### src/rtl/crs_pkg.sv
// Shared types for the convergent rounding right shifter.
// Assumes: nothing beyond IEEE 1800-2017 packages.
package crs_pkg;

    // Which clamp, if any, the shift/clamp stage applied to a result.
    typedef enum logic [1:0] {
        CLAMP_NONE = 2'd0,
        CLAMP_HI   = 2'd1,
        CLAMP_LO   = 2'd2
    } clamp_e;

endpackage

### src/rtl/crs_bias_gen.sv
// Rounding bias generator.
// Works out the constant to add before the right shift so that the shift
// gives round-to-nearest with ties to even.
// Assumes: ext is the operand already sign-extended to EXT_W bits, and
// shamt < EXT_W. A zero shift yields zero bias.
module crs_bias_gen #(
    parameter int EXT_W = 64,
    parameter int SH_W  = 5
) (
    input  logic [EXT_W-1:0] ext,
    input  logic [SH_W-1:0]  shamt,
    output logic [EXT_W-1:0] bias
);

    logic [EXT_W-1:0] half;      // weight of the halfway bit, 2^(n-1)
    logic [EXT_W-1:0] low_mask;  // bits strictly below the halfway bit
    logic             low_clear; // those bits are all zero

    // Locate the halfway bit and the bits beneath it.
    always_comb begin
        if (shamt == '0) begin
            half = '0;
        end else begin
            half = EXT_W'(1) << (shamt - SH_W'(1));
        end
        low_mask  = half - EXT_W'(1);
        low_clear = ((ext & low_mask) == '0);
    end

    // Choose the bias: move bit n down on a possible tie, else add one half.
    always_comb begin
        if (shamt == '0) begin
            bias = '0;
        end else if (low_clear) begin
            bias = (ext >> 1) & half;
        end else begin
            bias = half;
        end
    end

endmodule

### src/rtl/crs_shift_sat.sv
// Add, arithmetic shift and clamp stage.
// Adds the rounding bias to the widened operand, shifts the sum right
// arithmetically by shamt, and clamps it to the signed OUT_W range.
// Assumes: EXT_W is wide enough that ext + bias never overflows, and
// OUT_W < EXT_W.
module crs_shift_sat
    import crs_pkg::*;
#(
    parameter int EXT_W = 64,
    parameter int OUT_W = 32,
    parameter int SH_W  = 5
) (
    input  logic [EXT_W-1:0] ext,
    input  logic [EXT_W-1:0] bias,
    input  logic [SH_W-1:0]  shamt,
    output logic [OUT_W-1:0] res,
    output logic             sat_hit
);

    localparam logic signed [EXT_W-1:0] MAXV =
        {{(EXT_W-OUT_W+1){1'b0}}, {(OUT_W-1){1'b1}}};
    localparam logic signed [EXT_W-1:0] MINV = ~MAXV;

    logic signed [EXT_W-1:0] sum;
    logic signed [EXT_W-1:0] shifted;
    clamp_e                  clamp;

    // Biased sum, then arithmetic right shift by n.
    always_comb begin
        sum     = $signed(ext) + $signed(bias);
        shifted = sum >>> shamt;
    end

    // Range check against the signed output limits.
    always_comb begin
        if (shifted > MAXV) begin
            clamp = CLAMP_HI;
        end else if (shifted < MINV) begin
            clamp = CLAMP_LO;
        end else begin
            clamp = CLAMP_NONE;
        end
    end

    // Output selection and clamp indication.
    always_comb begin
        unique case (clamp)
            CLAMP_HI: res = MAXV[OUT_W-1:0];
            CLAMP_LO: res = MINV[OUT_W-1:0];
            default:  res = shifted[OUT_W-1:0];
        endcase
        sat_hit = (clamp != CLAMP_NONE);
    end

endmodule

### src/rtl/crs_round_shift.sv
// Convergent rounding right shifter, top level.
// Registers the rounded, clamped quotient din / 2^shamt one cycle after
// in_valid and keeps a sticky flag of clamp events.
// Assumes: synchronous active-low reset; din is two's complement.
module crs_round_shift #(
    parameter int IN_W  = 32,
    parameter int OUT_W = 32,
    localparam int SH_W = $clog2(IN_W)
) (
    input  logic             clk,
    input  logic             rst_n,
    input  logic             in_valid,
    input  logic [IN_W-1:0]  din,
    input  logic [SH_W-1:0]  shamt,
    output logic             out_valid,
    output logic [OUT_W-1:0] dout,
    output logic             sat_flag
);

    localparam int EXT_W = 2 * IN_W;
    localparam logic [OUT_W-1:0] OUT_MAX = {1'b0, {(OUT_W-1){1'b1}}};
    localparam logic [OUT_W-1:0] OUT_MIN = ~OUT_MAX;

    logic [EXT_W-1:0] ext;
    logic [EXT_W-1:0] bias_w;
    logic [OUT_W-1:0] res_w;
    logic             sat_hit;

    // Widen the operand by copying its sign bit.
    always_comb begin
        ext = {{IN_W{din[IN_W-1]}}, din};
    end

    crs_bias_gen #(
        .EXT_W (EXT_W),
        .SH_W  (SH_W)
    ) bias_i (
        .ext   (ext),
        .shamt (shamt),
        .bias  (bias_w)
    );

    crs_shift_sat #(
        .EXT_W (EXT_W),
        .OUT_W (OUT_W),
        .SH_W  (SH_W)
    ) shsat_i (
        .ext     (ext),
        .bias    (bias_w),
        .shamt   (shamt),
        .res     (res_w),
        .sat_hit (sat_hit)
    );

    // Output register: capture a result whenever an operand is offered.
    always_ff @(posedge clk) begin
        if (!rst_n) begin
            out_valid <= 1'b0;
            dout      <= '0;
        end else begin
            out_valid <= in_valid;
            if (in_valid) begin
                dout <= res_w;
            end
        end
    end

    // Sticky clamp flag: sets on any clamped result, clears only on reset.
    always_ff @(posedge clk) begin
        if (!rst_n) begin
            sat_flag <= 1'b0;
        end else if (in_valid && sat_hit) begin
            sat_flag <= 1'b1;
        end
    end

    AST_LATENCY: assert property (@(posedge clk) disable iff (!rst_n)
        in_valid |=> out_valid);
    AST_IDLE: assert property (@(posedge clk) disable iff (!rst_n)
        !in_valid |=> !out_valid);
    AST_HOLD: assert property (@(posedge clk) disable iff (!rst_n)
        !in_valid |=> $stable(dout));
    AST_STICKY: assert property (@(posedge clk) disable iff (!rst_n)
        sat_flag |=> sat_flag);
    AST_BIAS_ONEBIT: assert property (@(posedge clk) disable iff (!rst_n)
        $onehot0(bias_w));
    AST_CLAMP_LIMIT: assert property (@(posedge clk) disable iff (!rst_n)
        in_valid && sat_hit |=> (dout == OUT_MAX) || (dout == OUT_MIN));

    generate
        if (OUT_W == IN_W) begin : g_full_width
            AST_PASS_ZERO: assert property (@(posedge clk) disable iff (!rst_n)
                in_valid && (shamt == '0) |=> dout == $past(din));
            AST_NO_SAT: assert property (@(posedge clk) disable iff (!rst_n)
                in_valid |-> !sat_hit);
        end
    endgenerate

endmodule

### config.mk
export PLATFORM = sky130hd
export DESIGN_NAME = crs_round_shift
export DESIGN_NICKNAME = d
export VERILOG_FILES = /design/src/rtl/crs_pkg.sv /design/src/rtl/crs_bias_gen.sv /design/src/rtl/crs_shift_sat.sv /design/src/rtl/crs_round_shift.sv
export SDC_FILE = /design/constraint.sdc
export NUM_CORES = 1
export LEC_CHECK = 0
export ABC_AREA = 1
export BUFFER_PORTS_ARGS = -buffer_cell sky130_fd_sc_hd__buf_4
export CORE_MARGIN = 2
export CORE_UTILIZATION = 41
export DETAILED_ROUTE_END_ITERATION = 8
export PLACE_DENSITY_LB_ADDON = 0.12
export SLEW_MARGIN = 30
export SYNTH_ARGS = -nofsm -noshare
export SYNTH_HDL_FRONTEND = slang
export SYNTH_SLANG_ARGS = --single-unit
### constraint.sdc
create_clock -name clk -period 14.2 [get_ports clk]
set_clock_uncertainty 0.2 [all_clocks]
set_input_delay 0 -clock clk [delete_from_list [all_inputs] [get_ports clk]]
set_output_delay 0 -clock clk [all_outputs]
set_load 0.1 [all_outputs]
==> impl_results.md, run 1 <==
- Complex-gate fraction of the synthesized area: 15.9%
- Post-Synthesis Cells: 1,418
- Post-Route Setup TNS: 0 ns
- Max Clk Rate: 128 MHz
- Final setup viols: 0
- Hold Path Class: reg2reg
- Post-synthesis cell type count: 49
- Synth Cell Area: 7420 sq um
- Delay-heaviest family, CP: simple AND/OR/NAND/NOR gates
- Seq cells post-synth: 34
- Rel. slew slack: 35.8%
- Internal Pwr Total: 257 uW
- CTS H-tree lvls: 2
- Most common cell on crit path: nand2_1
- Post-DP HPWL: 21.6 mm
- Worst Max-Slew Pin Slew: 0.962 ns
- Initial antenna violation count: 0
- Clock Pin Slew Worst Setup and Hold Paths: 0.06 ns
- Die H: 138 um
- Critical Path AT: 7.79 ns
- Crit path kind: in2reg
- Post_cts resized: 0
- First-pass GRT wire length: 43.5 mm
- Fin. Hold Viols: 0
- Crit path required time: 14.21 ns
- Maximum vdd drop: 0.0576 mV
- Leakage: 0.00435 uW
- Post-synthesis to final-layout area growth: 10.1%
- Crit Path Max Fanout: 64
- Worst setup EP type: register
- Core Util, Final: 45.8%
- Commonest cells after routing, fill and taps aside: nand2_1, nand3_1, nor2_1
- Share of layout cells above drive strength 1: 9.53%
- P per Cell Area: 64.4 nW/um^2
- CP Depth: 46
- Die area: 19,200 sq um
- I/O Buffers: 73
- Clock power frac: 20.9%
- Routed vias/inst: 5.61
- Seq/Total Area, Yosys: 9.18%
- Minimum clock period: 7.79 ns
- Initial DRC Count: 1,153
- Antenna cell count: 0
- Reg-to-Reg End: dout[2]$_SDFFE_PN0P_
- Via Count: 9,351
- Largest family of logic cells by synthesized area: simple AND/OR/NAND/NOR gates
- Tot GR Track Use: 27.4%
- Syn avg cell area: 5.23 sq um
- Gpl congestion: 0.936
- Drt drc: 0
- Post-Synth Adder-Cell Area: 6.18%
- CP endpoint: dout[7]$_SDFFE_PN0P_
- Critical Path Start Type: input port
- Initial core utilization: 41.6%
- Reg2Reg Setup Slack: 13.32 ns
- Post-CTS setup buffers: 0
- Max cap viols: 0
- Row cnt: 49
- Clk root buf: clkbuf_16
- Gr ovfl total: 0
- Core area: 17,800 sq um
- Critical Path Source: shamt[3]
- RSZ-0062 raised after global routing: false
- Comb power frac: 58.5%
- Worst R2R Path Depth: 2
- Commonest non-fill, non-tap cell in the layout: nand2_1
- Max-slew violation count: 0
- Vias in the first global route: 8,388
- Total Wirelength: 27.3 mm
- Clk sinks: 34
- TritonCTS buffer count: 5
- Nets: 1,512
- CP max stage delay: 0.53 ns
- Crit share post-route: 54.8%
- Antenna Nets Post-Route: 0
- Largest net degree at the start of global routing: 65
- Mux cell area share after synthesis: 1.08%
- Slowest CP cell: nand3_2
- Synth Warn #: 0
- Routed length per instance: 16.4 um
- NetSw: 269 uW
- Worst skew pair latency: 0.28 ns
- FF+latch area: 681 sq um
- Reg2reg start: dout[2]$_SDFFE_PN0P_
- Ports: 74
- Sw Share: 51.1%
- Die W: 138 um
- Initial DRT Pass Iterations: 5
- Fill cell count: 2,053
- Hold Path Depth: 2
- Outcome: finished clean
- Sequential Power Share: 20.6%
- XOR/XNOR share of the synthesized area: 3.07%
- Worst hold slack: 0.253 ns
- CTS tree: built
- Final Total Pwr: 526 uW
- Multi-input logic area: 5970 sq um
- Clock tree buffer depth: 2
- Buf+Inv Stages, Crit Path: 4
- Post-Synth Simple-Gate Area: 54.0%
## sequential cells by signal, indices dropped and copies added, names as in the netlist
name,count
sat_flag,1
out_valid,1
dout,32
## worst min-delay path, delay by kind of cell (launching register included)
kind          cells  cell delay (ns)
flops             1             0.31
simple gates      2             0.09
## how the worst min path moves through the flow
stage / slack (ns) / to / startpoint
final: 0.25 / sat_flag$_SDFFE_PN0P_ / sat_flag$_SDFFE_PN0P_
after global routing: 0.28 / sat_flag$_SDFFE_PN0P_ / sat_flag$_SDFFE_PN0P_
after CTS: 0.26 / sat_flag$_SDFFE_PN0P_ / sat_flag$_SDFFE_PN0P_
after detailed placement: 0.20 / out_valid$_SDFF_PN0_ / in_valid
after global placement: 0.21 / out_valid$_SDFF_PN0_ / in_valid
after floorplan: -0.09 / out_valid$_SDFF_PN0_ / in_valid
## stage by stage
step           instance area, sq um  std cells  setup WS (ns)
2_1_floorplan                  7420       1419           8.76
3_3_place_gp                   7970       1655           5.61
3_5_place_dp                   7980       1655           5.97
4_1_cts                        8160       1666           6.25
5_1_grt                        8160       1666           5.66
6_report                       8160       1666           6.41
## power groups by stage
stage	logic, uW	registers (uW)	clock network (uW)
finish	308	108	110
global route	335	109	116
CTS	303	108	111
detailed placement	302	110	0
global placement	302	110	0
floorplan	169	168	0
## routing by layer
metal | track usage (%) | wire [um] | share of wire (%) | vias to the layer above
li1 | - | - | - | 4751
met1 | 40.9 | 13100 | 48 | 4219
met2 | 42.6 | 11800 | 43 | 361
met3 | 3.74 | 2010 | 7.4 | 20
met4 | 3.81 | 292 | 1.1 | 0
met5 | 0 | 0 | 0 | -
## timing repair
action | 4_1_cts | 5_1_grt
setup endpoints to repair | 0 | 0
hold endpoints to repair | 34 | 0
hold buffers | 3 | 0
## Yosys cell counts, drive strengths merged
master / number / area, sq um
a21boi: 1 / 7.51
a21o: 5 / 37.5
a21oi: 103 / 515
a311o: 1 / 10.0
a31oi: 5 / 31.3
and2: 2 / 12.5
and3: 1 / 6.26
buf: 36 / 184
clkbuf: 34 / 128
conb: 2 / 7.51
dfxtp: 34 / 681
fa: 1 / 20.0
ha: 35 / 438
inv: 122 / 465
mux2i: 8 / 80.1
nand2: 408 / 1580
nand3: 283 / 1430
nand3b: 3 / 22.5
nand4: 11 / 75.1
nor2: 171 / 707
nor3: 10 / 60.1
nor4: 8 / 62.6
o2111ai: 1 / 8.76
o211ai: 8 / 60.1
o21a: 2 / 15.0
o21ai: 72 / 360
o21bai: 9 / 67.6
o311ai: 4 / 35.0
o31ai: 1 / 7.51
o41ai: 3 / 26.3
or2: 8 / 50.1
xnor2: 8 / 70.1
xor2: 18 / 158
## cell families after synthesis
group / after synthesis
simple gates: 905
compound gates: 215
buf+inv: 192
fa+ha+maj: 36
flops: 34
xor+xnor: 26
mux: 8
other cells: 2
## area by class of cell
| class | count | area share (%) |
|---|---|---|
| clock inverters | 2 | 0.153 |
| multi-input cells | 1193 | 73.1 |
| flip-flops and latches | 34 | 8.34 |
| clock buffers | 6 | 1.70 |
| inverters | 122 | 5.70 |
| well taps | 229 | 3.51 |
| repair buffers | 80 | 7.45 |
Note: power is estimated with default switching activity, not from simulation.
==> run 2: changes to the inputs <==
Clock period 14.2 ns to 6.45 ns, I/O delays scaled along.
==> run 2 against run 1 <==
Against the previous run: non-clock buffer count grew 33; clock-buffer cell count unchanged; register-to-register slack got worse by 7.7 ns; sequential power is 120% higher; via count is 2.2% higher; critical endpoint is now dout[25]$_SDFFE_PN0P_; highest routed layer unchanged.
==> impl_results.md, run 2 (synthesis gave the netlist of run 1 again) <==
- Outcome: finished clean
- Max Clk Rate: 167 MHz
- Clock tree buffer depth: 2 (unchanged)
- Drt drc: 0 (unchanged)
- Fill cell count: 1,986 (-3.3%)
- Non-Filler Instances: 1,699 (+2.0%)
- Worst Slack Setup Final: 0.453 ns (-5.96 ns)
- Slowest CP cell: fa_2
- Clk sinks: 34 (unchanged)
- Max cap viols: 0 (unchanged)
- Die W: 138 um (unchanged)
- Total Wirelength: 27.4 mm (+0.48%)
- Die H: 138 um (unchanged)
- Post-Route Setup TNS: 0 ns (unchanged)
- Initial core utilization: 41.6% (unchanged)
- Fin. Hold Viols: 0 (unchanged)
- Tot GR Track Use: 27.3% (-0.051 points)
- Routed length per instance: 16.1 um (-1.5%)
- Largest Register: dout
- Hold Path Class: reg2reg
- Routed vias/inst: 5.63 (+0.24%)
- Maximum vdd drop: 0.142 mV (+150%)
- Placed cells: 1,681 (+1.6%)
- Vias in the first global route: 8,467 (+0.94%)
- Die area: 19,200 sq um (unchanged)
- Max-slew violation count: 0 (unchanged)
- Row cnt: 49 (unchanged)
- Post-synthesis to final-layout area growth: 16.2%
- Initial DRT Pass Iterations: 6 (+1)
- Worst Max-Slew Pin Slew: 0.796 ns (-0.166 ns)
- Core area: 17,800 sq um (unchanged)
- Most common cell on crit path: nand2_1
- First-pass GRT wire length: 43.8 mm (+0.74%)
- Final setup viols: 0 (unchanged)
- Antenna cell count: 0 (unchanged)
- Via Count: 9,559 (+2.2%)
- Crit Path Max Fanout: 29 (-55%)
- Clock Pin Slew Worst Setup and Hold Paths: 0.06 ns (about the same)
- P per Cell Area: 139 nW/um^2 (+120%)
- Critical Path AT: 6.01 ns (-1.78 ns)
- Worst setup EP type: register
- Critical Path Start Type: input port
- Worst skew pair latency: 0.28 ns (about the same)
- Antenna Nets Post-Route: 0 (unchanged)
- TritonCTS buffer count: 5 (unchanged)
- Nets: 1,545 (+2.2%)
- Gr ovfl total: 0 (unchanged)
- CP max stage delay: 0.37 ns (-0.16 ns)
- I/O Buffers: 73 (unchanged)
- Commonest cells after routing, fill and taps aside: nand2_1, nand3_1, nor2_1
- Commonest non-fill, non-tap cell in the layout: nand2_1
- Crit path required time: 6.46 ns (-7.75 ns)
- RSZ-0062 raised after global routing: true
- Initial DRC Count: 1,186 (+2.9%)
- Top flop regs: dout (32), out_valid (1), sat_flag (1)
- Dpl ws: 0.0285 ns (-5.94 ns)
- Clk root buf: clkbuf_16
- Largest net degree at the start of global routing: 55 (-15%)
- Max reg flops: 32 (unchanged)
- Initial antenna violation count: 0 (unchanged)
- Post-DP HPWL: 21.3 mm (-1.3%)
- Crit share post-route: 93.0%
- Crit path kind: in2reg
- Ports: 74 (unchanged)
- Worst hold slack: 0.261 ns (+0.00763 ns)
- Share of layout cells above drive strength 1: 13.5% (+4.0 points)
- CTS tree: built
- Rel. slew slack: 46.2% (+10 points)
- CTS H-tree lvls: 2 (unchanged)
- Gpl congestion: 0.974 (+4.1%)
- Minimum clock period: 6.00 ns
- Leakage: 0.00456 uW (+5.1%)
run 2: worst paths after layout:
path / from / to / slack [ns] / depth (start not counted)
max: shamt[2] / dout[25]$_SDFFE_PN0P_ / 0.45 / 44
min: sat_flag$_SDFFE_PN0P_ / sat_flag$_SDFFE_PN0P_ / 0.26 / 2
max reg2reg: dout[2]$_SDFFE_PN0P_ / dout[2]$_SDFFE_PN0P_ / 5.59 / 2
min reg2reg: sat_flag$_SDFFE_PN0P_ / sat_flag$_SDFFE_PN0P_ / 0.26 / 2
run 2: cell type report:
cell class / instances / area [sq um] / area share (%)
multi-input combinational: 1193 / 6110 / 70.9
timing repair buffer: 113 / 923 / 10.7
clock buffer: 6 / 139 / 1.61
tap: 229 / 287 / 3.32
clock inverter: 2 / 12.5 / 0.145
sequential: 34 / 681 / 7.90
inverter: 122 / 465 / 5.40
run 2: repair_timing:
item,4_1_cts,5_1_grt
hold buffers,3,0
hold endpoints to repair,34,0
setup endpoints to repair,0,32
setup buffers,0,5
gates resized for setup,0,40
run 2: power breakdown:
group / internal, uW / switching [uW] / total (uW) / leakage (uW)
combinational: 208 / 502 / 711 / 0.00421
clock: 153 / 93.7 / 247 / 0.0000729
sequential: 228 / 9.69 / 238 / 0.000283
total: 590 / 606 / 1200 / 0.00456
run 2: routing by layer:
metal / vias to the layer above / share of wire, % / wire length [um] / track usage [%]
met3: 26 / 8.3 / 2270 / 4.02
met1: 4267 / 48 / 13300 / 41.3
met4: 0 / 1.4 / 374 / 3.76
li1: 4834 / - / - / -
met5: - / 0 / 0 / 0
met2: 432 / 42 / 11500 / 41.8
run 2: critical path, delay by kind of cell:
kind / cells / cell delay [ns]
AO/OA/AOI/OAI: 4 / 0.47
adder cells (fa/ha/maj): 3 / 0.82
buffers and inverters: 9 / 1.28
AND/OR/NAND/NOR: 28 / 3.40
run 2: metrics by stage:
stage          power (uW)  utilization [%]  area, sq um
3_3_place_gp          918             45.9         8190
6_report             1200             48.3         8620
5_1_grt              1270             48.3         8620
4_1_cts              1160             46.9         8370
2_1_floorplan         742                -         7420
3_5_place_dp          916             45.9         8190
